File: src/rtl/i2c_irq_pkg.sv
package i2c_irq_pkg;

    localparam int unsigned DATA_W   = 32;
    localparam int unsigned WIN_BITS = 6;

    // Status positions an event may set
    localparam logic [DATA_W-1:0] STS_SETTABLE = 32'hC000_F0F0;
    // Status positions a write of one may clear
    localparam logic [DATA_W-1:0] STS_W1C      = 32'h0000_7FFF;

    localparam logic [WIN_BITS-1:0] OFF_SUMMARY = 6'h00;
    localparam logic [WIN_BITS-1:0] OFF_ENABLE  = 6'h0C;
    localparam logic [WIN_BITS-1:0] OFF_STATUS  = 6'h10;
    localparam logic [WIN_BITS-1:0] OFF_CMD     = 6'h14;

    typedef enum logic [2:0] {
        SEL_NONE,
        SEL_SUMMARY,
        SEL_ENABLE,
        SEL_STATUS,
        SEL_CMD
    } reg_sel_e;

    typedef struct packed {
        logic [DATA_W-1:0] status;
        logic [DATA_W-1:0] enable;
        logic [DATA_W-1:0] cmd;
        logic              summary;
    } bus_state_t;

endpackage

File: src/rtl/i2c_irq_decode.sv
module i2c_irq_decode
    import i2c_irq_pkg::*;
#(
    parameter int unsigned NUM_BUS = 4,
    localparam int unsigned SLOT_W = $clog2(NUM_BUS + 1),
    localparam int unsigned ADDR_W = SLOT_W + WIN_BITS,
    localparam int unsigned BUS_W  = (NUM_BUS > 1) ? $clog2(NUM_BUS) : 1
) (
    input  logic [ADDR_W-1:0] addr_i,
    output reg_sel_e          sel_o,
    output logic [BUS_W-1:0]  bus_o
);

    logic [SLOT_W-1:0]   slot;
    logic [WIN_BITS-1:0] offs;

    assign slot = addr_i[ADDR_W-1:WIN_BITS];
    assign offs = addr_i[WIN_BITS-1:0];

    always_comb begin
        sel_o = SEL_NONE;
        bus_o = '0;
        if (slot == '0) begin
            if (offs == OFF_SUMMARY) begin
                sel_o = SEL_SUMMARY;
            end
        end else if (slot <= SLOT_W'(NUM_BUS)) begin
            bus_o = BUS_W'(slot - SLOT_W'(1));
            unique case (offs)
                OFF_ENABLE: sel_o = SEL_ENABLE;
                OFF_STATUS: sel_o = SEL_STATUS;
                OFF_CMD:    sel_o = SEL_CMD;
                default:    sel_o = SEL_NONE;
            endcase
        end
    end

endmodule

File: src/rtl/i2c_irq_bus_regs.sv
module i2c_irq_bus_regs
    import i2c_irq_pkg::*;
(
    input  logic              clk_i,
    input  logic              rst_i,
    input  logic              wr_i,
    input  reg_sel_e          sel_i,
    input  logic [DATA_W-1:0] wdata_i,
    input  logic [DATA_W-1:0] evt_i,
    output logic [DATA_W-1:0] status_o,
    output logic [DATA_W-1:0] enable_o,
    output logic [DATA_W-1:0] cmd_o,
    output logic              summary_o
);

    bus_state_t        st_d, st_q;
    logic [DATA_W-1:0] clr_bits;
    logic [DATA_W-1:0] set_bits;
    logic              sts_wr;

    always_comb begin
        st_d     = st_q;
        sts_wr   = wr_i && (sel_i == SEL_STATUS);
        clr_bits = sts_wr ? (wdata_i & STS_W1C) : '0;
        set_bits = evt_i & STS_SETTABLE;

        // set after clear, so a coincident event wins
        st_d.status = (st_q.status & ~clr_bits) | set_bits;

        if (wr_i && (sel_i == SEL_ENABLE)) begin
            st_d.enable = wdata_i & STS_SETTABLE;
        end
        if (wr_i && (sel_i == SEL_CMD)) begin
            st_d.cmd = wdata_i;
        end

        if ((st_d.status & st_d.enable) != '0) begin
            st_d.summary = 1'b1;
        end else if (sts_wr && (st_d.status == '0)) begin
            st_d.summary = 1'b0;
        end
    end

    always_ff @(posedge clk_i) begin
        if (rst_i) begin
            st_q <= '0;
        end else begin
            st_q <= st_d;
        end
    end

    assign status_o  = st_q.status;
    assign enable_o  = st_q.enable;
    assign cmd_o     = st_q.cmd;
    assign summary_o = st_q.summary;

    assert_unsettable_zero_R2: assert property (@(posedge clk_i) disable iff (rst_i)
        (status_o & ~STS_SETTABLE) == '0);

    assert_high_bits_kept_R4: assert property (@(posedge clk_i) disable iff (rst_i)
        wr_i |=> (($past(status_o) & ~STS_W1C & ~status_o) == '0));

    assert_no_clear_without_sts_write_R5: assert property (@(posedge clk_i) disable iff (rst_i)
        !(wr_i && (sel_i == SEL_STATUS)) |=> (($past(status_o) & ~status_o) == '0));

    assert_event_wins_R6: assert property (@(posedge clk_i) disable iff (rst_i)
        ((evt_i & STS_SETTABLE) != '0) |=>
            ((status_o & $past(evt_i & STS_SETTABLE)) == $past(evt_i & STS_SETTABLE)));

    assert_summary_falls_on_sts_write_R8: assert property (@(posedge clk_i) disable iff (rst_i)
        $fell(summary_o) |-> ($past(wr_i && (sel_i == SEL_STATUS)) && (status_o == '0)));

endmodule

File: src/rtl/i2c_irq_rdmux.sv
module i2c_irq_rdmux
    import i2c_irq_pkg::*;
#(
    parameter int unsigned NUM_BUS = 4,
    localparam int unsigned BUS_W  = (NUM_BUS > 1) ? $clog2(NUM_BUS) : 1
) (
    input  reg_sel_e                        sel_i,
    input  logic [BUS_W-1:0]                bus_i,
    input  logic [NUM_BUS-1:0][DATA_W-1:0]  status_i,
    input  logic [NUM_BUS-1:0][DATA_W-1:0]  enable_i,
    input  logic [NUM_BUS-1:0][DATA_W-1:0]  cmd_i,
    input  logic [NUM_BUS-1:0]              summary_i,
    output logic [DATA_W-1:0]               rdata_o
);

    always_comb begin
        unique case (sel_i)
            SEL_SUMMARY: rdata_o = DATA_W'(summary_i);
            SEL_ENABLE:  rdata_o = enable_i[bus_i];
            SEL_STATUS:  rdata_o = status_i[bus_i];
            SEL_CMD:     rdata_o = cmd_i[bus_i];
            default:     rdata_o = '0;
        endcase
    end

endmodule

File: src/rtl/i2c_irq_agg.sv
module i2c_irq_agg
    import i2c_irq_pkg::*;
#(
    parameter int unsigned NUM_BUS = 4,
    localparam int unsigned ADDR_W = $clog2(NUM_BUS + 1) + WIN_BITS
) (
    input  logic                      clk_i,
    input  logic                      rst_i,
    input  logic                      wr_en_i,
    input  logic [ADDR_W-1:0]         addr_i,
    input  logic [DATA_W-1:0]         wdata_i,
    output logic [DATA_W-1:0]         rdata_o,
    input  logic [NUM_BUS*DATA_W-1:0] evt_i,
    output logic                      irq_o
);

    localparam int unsigned BUS_W = (NUM_BUS > 1) ? $clog2(NUM_BUS) : 1;

    reg_sel_e                       dec_sel;
    logic [BUS_W-1:0]               dec_bus;
    logic [NUM_BUS-1:0][DATA_W-1:0] status_all;
    logic [NUM_BUS-1:0][DATA_W-1:0] enable_all;
    logic [NUM_BUS-1:0][DATA_W-1:0] cmd_all;
    logic [NUM_BUS-1:0]             summary_all;
    logic                           any_pending;

    i2c_irq_decode #(.NUM_BUS(NUM_BUS)) decode_i (
        .addr_i (addr_i),
        .sel_o  (dec_sel),
        .bus_o  (dec_bus)
    );

    for (genvar b = 0; b < NUM_BUS; b++) begin : g_bus
        logic bus_wr;
        assign bus_wr = wr_en_i && (dec_bus == BUS_W'(b)) &&
                        (dec_sel != SEL_NONE) && (dec_sel != SEL_SUMMARY);

        i2c_irq_bus_regs bus_regs_i (
            .clk_i     (clk_i),
            .rst_i     (rst_i),
            .wr_i      (bus_wr),
            .sel_i     (dec_sel),
            .wdata_i   (wdata_i),
            .evt_i     (evt_i[b*DATA_W +: DATA_W]),
            .status_o  (status_all[b]),
            .enable_o  (enable_all[b]),
            .cmd_o     (cmd_all[b]),
            .summary_o (summary_all[b])
        );
    end

    i2c_irq_rdmux #(.NUM_BUS(NUM_BUS)) rdmux_i (
        .sel_i     (dec_sel),
        .bus_i     (dec_bus),
        .status_i  (status_all),
        .enable_i  (enable_all),
        .cmd_i     (cmd_all),
        .summary_i (summary_all),
        .rdata_o   (rdata_o)
    );

    assign irq_o = |summary_all;

    always_comb begin
        any_pending = 1'b0;
        for (int b = 0; b < NUM_BUS; b++) begin
            any_pending = any_pending | ((status_all[b] & enable_all[b]) != '0);
        end
    end

    // a rising line must come from an enabled, set status bit
    assert_irq_rise_has_cause_R7: assert property (@(posedge clk_i) disable iff (rst_i)
        $rose(irq_o) |-> any_pending);

    // while any enabled status is set, the line stays up
    assert_irq_held_R9: assert property (@(posedge clk_i) disable iff (rst_i)
        any_pending |-> irq_o);

endmodule

File: config.mk
export PLATFORM = sky130hd
export DESIGN_NAME = i2c_irq_agg
export DESIGN_NICKNAME = d
export VERILOG_FILES = /design/src/rtl/i2c_irq_pkg.sv /design/src/rtl/i2c_irq_decode.sv /design/src/rtl/i2c_irq_bus_regs.sv /design/src/rtl/i2c_irq_rdmux.sv /design/src/rtl/i2c_irq_agg.sv
export SDC_FILE = /design/constraint.sdc
export NUM_CORES = 1
export LEC_CHECK = 0
export CORE_ASPECT_RATIO = 2
export CORE_MARGIN = 2
export CORE_UTILIZATION = 49
export CTS_BUF_LIST = sky130_fd_sc_hd__clkbuf_8
export CTS_CLUSTER_SIZE = 24
export DETAILED_ROUTE_END_ITERATION = 12
export GPL_TIMING_DRIVEN = 0
export PLACE_DENSITY_LB_ADDON = 0.15
export SYNTH_ARGS = -nofsm -noshare
export SYNTH_HDL_FRONTEND = slang
export SYNTH_SLANG_ARGS = --single-unit
File: constraint.sdc
create_clock -name clk_i -period 3.68 [get_ports clk_i]
set_input_delay 0.736 -clock clk_i [delete_from_list [all_inputs] [get_ports clk_i]]
set_output_delay 0.736 -clock clk_i [all_outputs]
set_load 0.01 [all_outputs]
Yosys cells after proc, flatten, opt, wreduce, memory -nomap -nowiden. Cells that the tools add are included.

Register bits after elaboration: 388. Input port bits: 172. Output and inout bits: 33. Logic and storage cells: 120.

Add/sub/neg operators: 1. $lt $le $gt $ge: 2. Eq/ne operators: 11. Multiplexer cells: 29. Bitwise operators: 16. Reductions and logical operators: 45.

Operators by type and width (number): $and 32x32->32 (8); $mux 32 (7); $bmux 32 s2 (3); $logic_not 32->1 (4); $not 32->32 (4); $or 32x32->32 (4); $pmux 32 s4 (1); $reduce_bool 32->1 (4); $mux 15 (4); $logic_and 1x1->1 (28); $eq 6x5->1 const B (2); $mux 1 (9); $pmux 3 s3 (1); $reduce_bool 2->1 (4); $eq 3x2->1 const B (2); $eq 6x4->1 const B (1); $logic_not 6->1 (1); $mux 3 (2); $eq 2x2->1 const B (2); $mux 2 (2); $reduce_or 4->1 (1); $eq 3x1->1 const B (1); $eq 3x3->1 const B (1); $le 3x3->1 const B (1); other kinds (7) (7).

Longest topological paths before layout.
Word-level depth: 16. Gate-level depth with buffers: 13. Gate-level depth less buffers: 9.

Modules after synthesis. Synthesis repeated with hierarchy kept, for this count alone.

Cells, all modules: 1663. Area total of the unflattened synthesis: 14396.3 µm².

Modules (own cells, without submodules): i2c_irq_bus_regs (times used 4, cells an instance 331, area an instance 2786.4 µm², seq. area each 1381.3 µm²); i2c_irq_rdmux (times used 1, cells an instance 314, area an instance 3085.5 µm², seq. area each 0.0 µm²); i2c_irq_decode (times used 1, cells an instance 19, area an instance 121.4 µm², seq. area each 0.0 µm²); i2c_irq_agg (times used 1, cells an instance 6, area an instance 43.8 µm², seq. area each 0.0 µm²).

Worst setup path after synthesis. Ideal clock, no wire load.

Path type: in2out. Start: input port addr_i[6]. End: output port rdata_o[16]. Arrival: 3.052 ns. Required time: 2.944 ns. Path slack: -0.108 ns. Stages: 10. Buffers on the path: 5. Path through: buf_2 > inv_1 > ha_1 > buf_2 > nor3_1 > clkbuf_1 > buf_1 > clkbuf_1 > a22oi_1 > a21oi_1.

Cells in the longest elaborated chain, start to end: 6. Elaborated cells on any way between the ends: 18. Those cells by class: add/sub: 1; order compare: 1; eq/ne: 4; mux: 11; reduce/logical: 1.

RTL lines: start, declared (line i2c_irq_agg.sv:10) `input logic [ADDR_W-1:0] addr_i,`; $le 3x3->1 or $sub 2x1->2 (tied branches) (line i2c_irq_decode.sv:27, i2c_irq_decode.sv:28); $mux 2 (line i2c_irq_decode.sv:27) `end else if (slot <= SLOT_W'(NUM_BUS)) begin`; $mux 2 (line i2c_irq_decode.sv:23) `if (slot == '0) begin`; $bmux 32 s2, on equally long branches (line i2c_irq_rdmux.sv:21, i2c_irq_rdmux.sv:19, i2c_irq_rdmux.sv:20); $mux 32, on equally long branches (line i2c_irq_rdmux.sv:21, i2c_irq_rdmux.sv:19, i2c_irq_rdmux.sv:20); $pmux 32 s4 * (line i2c_irq_rdmux.sv:17) `unique case (sel_i)`; end, declared (line i2c_irq_agg.sv:12) `output logic [DATA_W-1:0] rdata_o,`.

Every way passes the cells marked *; elsewhere a longest branch is shown, timed or not. The select of a mux whose other input is x is not followed.

Worst setup path in the final report.
Start: input port wr_en_i. End: register g_bus[3].bus_regs_i.st_q, in the netlist g_bus[3].bus_regs_i.summary_o.

Cells in the longest elaborated chain, start to end: 11. Elaborated cells on any way between the ends: 16. Those cells by class: mux: 3; bitwise: 4; reduce/logical: 9.

RTL lines: start, declared (line i2c_irq_agg.sv:9) `input logic wr_en_i,`; $logic_and 1x1->1 * (2 in a row) (line i2c_irq_agg.sv:35) `assign bus_wr = wr_en_i && (dec_bus == BUS_W'(b)) &&`; $logic_and 1x1->1 * (line i2c_irq_agg.sv:36) `(dec_sel != SEL_NONE) && (dec_sel != SEL_SUMMARY);`; $logic_and 1x1->1 (line i2c_irq_bus_regs.sv:23) `sts_wr = wr_i && (sel_i == SEL_STATUS);`; $mux 15 (line i2c_irq_bus_regs.sv:24) `clr_bits = sts_wr ? (wdata_i & STS_W1C) : '0;`; $not 32->32 (line i2c_irq_bus_regs.sv:28) `st_d.status = (st_q.status & ~clr_bits) | set_bits;`; $and 32x32->32 (line i2c_irq_bus_regs.sv:28); $or 32x32->32 (line i2c_irq_bus_regs.sv:28); $and 32x32->32 or $logic_not 32->1 (tied branches) (line i2c_irq_bus_regs.sv:37, i2c_irq_bus_regs.sv:39); $reduce_bool 32->1 or $logic_and 1x1->1 (tied branches) (line i2c_irq_bus_regs.sv:37, i2c_irq_bus_regs.sv:39); $mux 1 or $reduce_bool 2->1 (tied branches); end signal, assigned (line i2c_irq_bus_regs.sv:48) `st_q <= st_d;`; end, declared (line i2c_irq_bus_regs.sv:16) `bus_state_t st_d, st_q;`.

Every way passes the cells marked *; elsewhere a longest branch is shown, timed or not. A chain may end at the register's enable or synchronous reset.

==> metrics <==
Avg WL per Cell 28.60 um; DRT iter0 DRCs 1169; failing checks negative setup slack; commonest non-fill, non-tap cell in the layout nand2_1; htree depth 2; I/O Pins 205; worst r2r dst g_bus[2].bus_regs_i.summary_o; Worst VDD drop 0.3307 mV; Mapped Cells 1524; cts bufs inserted 41; Fin Setup TNS -0.08388 ns; Final Max Tran Viols 0; worst skew pair latency 0.60 ns; Worst Skew 0.01791 ns; WHS Endpoint g_bus[3].bus_regs_i.cmd_o[1]; vias per cell 6.491; Hold WC Path Type flip-flop to flip-flop; area post-placement 0.01349 mm2; FF-to-FF path depth 7; max_slew headroom 4.866%; total gr overflow 0; sequential fraction of the synthesis area 45.82%; Net Count, Synth 1697; vias in the first global route 12920; most frequent cells in the layout nand2_1, dfxtp_1, a21oi_1, nor2_1, clkdlybuf4s50_1; asr flop ratio synth 0%; CORE AREA 0.02432 mm2; first-pass GRT wire length 81520 um; min cycle time layout 3.764 ns; Pre-Repair DR Iteration Count 8; register-to-register setup slack 0.64 ns; ANT nets after route 0; layout cells sized above 1 17.31%; largest net degree at the start of global routing 12; Post-route DRC 0; FF-to-FF Start g_bus[2].bus_regs_i.status_o[10]; Data arrival, critical path 4.20 ns; Worst-Margin Slew 1.391 ns; Critical Path End Type flip-flop; port bufs 106; P&R area growth vs syn 30.17%; Syn. warnings 0; CTS root buf clkbuf_8; initial core utilization 49.58%; fillers 2182; row count 81; fin area 0.01570 mm2; worst-path fanout max 10; CTS tree done; status complete, but fails checks; top_reg_cell synth dfxtp_1; fin nets 1883; CP required 4.12 ns; max-capacitance violation count 0; RePlAce Congestion 1.059; Die Wd 114.9 um; Final Cycle Share 102.3%; Pwr Density 409.2 mW/mm2; Worst setup SP type input pin; dpl cells 1920; Avg Synthesized Cell Area 7.913 um2; Antenna Cells 0; Yosys reg bits 276; HPWL Detailed 41850 um; WS Path Type input pin to flip-flop; Vias 13130; final hold viol count 0; Synth cell types 64; synthesized area 0.01206 mm2; chip height 225.9 um; Setup violations, final 1; number of synthesized flops with an enable pin 0; clk sinks 276; leakage 5.471 nW; non-filler cells, final 2023; maximum clock frequency 0.2657 GHz; final setup margin -0.08388 ns; total track usage 43.80%; initial antenna violation count 0; HP Start g_bus[3].bus_regs_i.cmd_o[1]; hold path depth 2; WL final 57860 um; Clock Tree Buf Depth 3; die area 0.02596 mm2; clk slew on worst S/H paths 0.07 ns
## critical path: stages
cell	delay (ns)
clkdlybuf4s50_1	0.82
clkbuf_2	0.38
buf_2	0.41
buf_2	0.41
a21boi_0	0.26
o2111ai_1	0.42
nor3_1	0.27
nand3_1	0.11
o31ai_1	0.26
a31oi_1	0.10
## area by class of cell
class	instances	area [um2]	share of cell area (%)
plain buffers	117	930.9	5.930
clock buffers	48	660.6	4.209
clock inverters	18	138.9	0.8847
inverters	23	91.34	0.5819
multi-input cells	1108	6639	42.29
flip-flops and latches	276	5525	35.20
well taps	290	362.8	2.311
repair buffers	143	1349	8.592
## stage by stage
stage / setup WS, ns / util (%) / hold WS [ns] / power (mW)
2_1_floorplan: 0.008866 / - / 0.4360 / 3.342
3_3_place_gp: -2.559 / 55.44 / 0.4414 / 3.653
3_5_place_dp: -2.468 / 55.44 / 0.4465 / 3.653
4_1_cts: 0.001847 / 63.48 / 0.4554 / 6.333
5_1_grt: -0.09929 / 64.54 / 0.4714 / 6.536
6_report: -0.08388 / 64.54 / 0.4552 / 6.423
## layer usage
metal	wire length (um)	vias to the layer above	global-route usage [%]
met3	4275	340	9.045
met5	0	-	0
li1	-	5792	-
met4	6504	0	38.67
met1	18570	6205	42.99
met2	28520	794	75.90
## state kept, by name, summed over array words and instances, names as in the netlist
register	count
g_bus.bus_regs_i.cmd_o	128
g_bus.bus_regs_i.summary_o	4
g_bus.bus_regs_i.status_o	72
g_bus.bus_regs_i.enable_o	72
## how the worst max path moves through the flow
stage / start / cells after the start / endpoint / slack [ns]
finish: wr_en_i / 10 / g_bus[3].bus_regs_i.summary_o / -0.08
global route: wr_en_i / 10 / g_bus[3].bus_regs_i.summary_o / -0.1
CTS: wr_en_i / 8 / g_bus[2].bus_regs_i.summary_o / 0.002
detailed placement: addr_i[6] / 13 / rdata_o[30] / -2.47
global placement: addr_i[6] / 13 / rdata_o[30] / -2.56
floorplan: addr_i[6] / 11 / rdata_o[16] / 0.009
## cells by family (layout without fill, tap and decap cells)
family / count (synthesis) / in the layout / synth area share [%]
adders and majority gates: 1 / 1 / 0.1037
xor gates and xnor gates: 2 / 2 / 0.1453
AOI/OAI and AO/OA: 474 / 474 / 24.66
and+or+nand+nor: 597 / 598 / 21.81
buffers and inverters: 141 / 349 / 4.721
muxes: 33 / 33 / 2.739
DFF: 276 / 276 / 45.82
## Yosys cell counts (3+ instances only)
master	instances	share of area, %
o21ai_0	53	2.2
and2_1	10	0.52
nor2_1	156	4.9
nand3_1	29	1.2
a21oi_1	203	8.4
mux2i_1	33	2.7
buf_2	24	1.0
and3_1	23	1.2
buf_1	4	0.12
nand3b_1	3	0.19
o2111ai_1	5	0.36
a22oi_1	99	6.2
o211ai_1	13	0.81
a31oi_1	3	0.16
clkbuf_1	87	2.7
dfxtp_1	276	46
inv_1	23	0.72
a31o_2	3	0.22
o22ai_1	26	1.3
o2bb2ai_1	3	0.22
nor4_1	3	0.16
nor2b_1	7	0.36
or2_2	4	0.21
or3_1	4	0.21
a221oi_1	19	1.4
nand2_1	297	9.2
nand4_1	18	0.93
nor3_1	20	0.83
a211o_1	3	0.22
a22o_1	17	1.2
nand2b_1	7	0.36
o21a_1	7	0.44
## timing repair
| action | in CTS | in global routing |
|---|---|---|
| setup endpoints to repair | 121 | 35 |
| buffers inserted | 23 | 9 |
| pin swaps | 43 | 32 |
| resized for setup | 317 | 73 |
| hold buffers | 0 | 0 |
| cloned | 5 | 1 |
## report_power, final
part           total, mW  switching, mW  internal (mW)
Combinational      0.783          0.495          0.288
Clock               2.59           1.27           1.32
Sequential          3.05         0.0278           3.02
No activity file was read; power rests on OpenSTA's default activity.
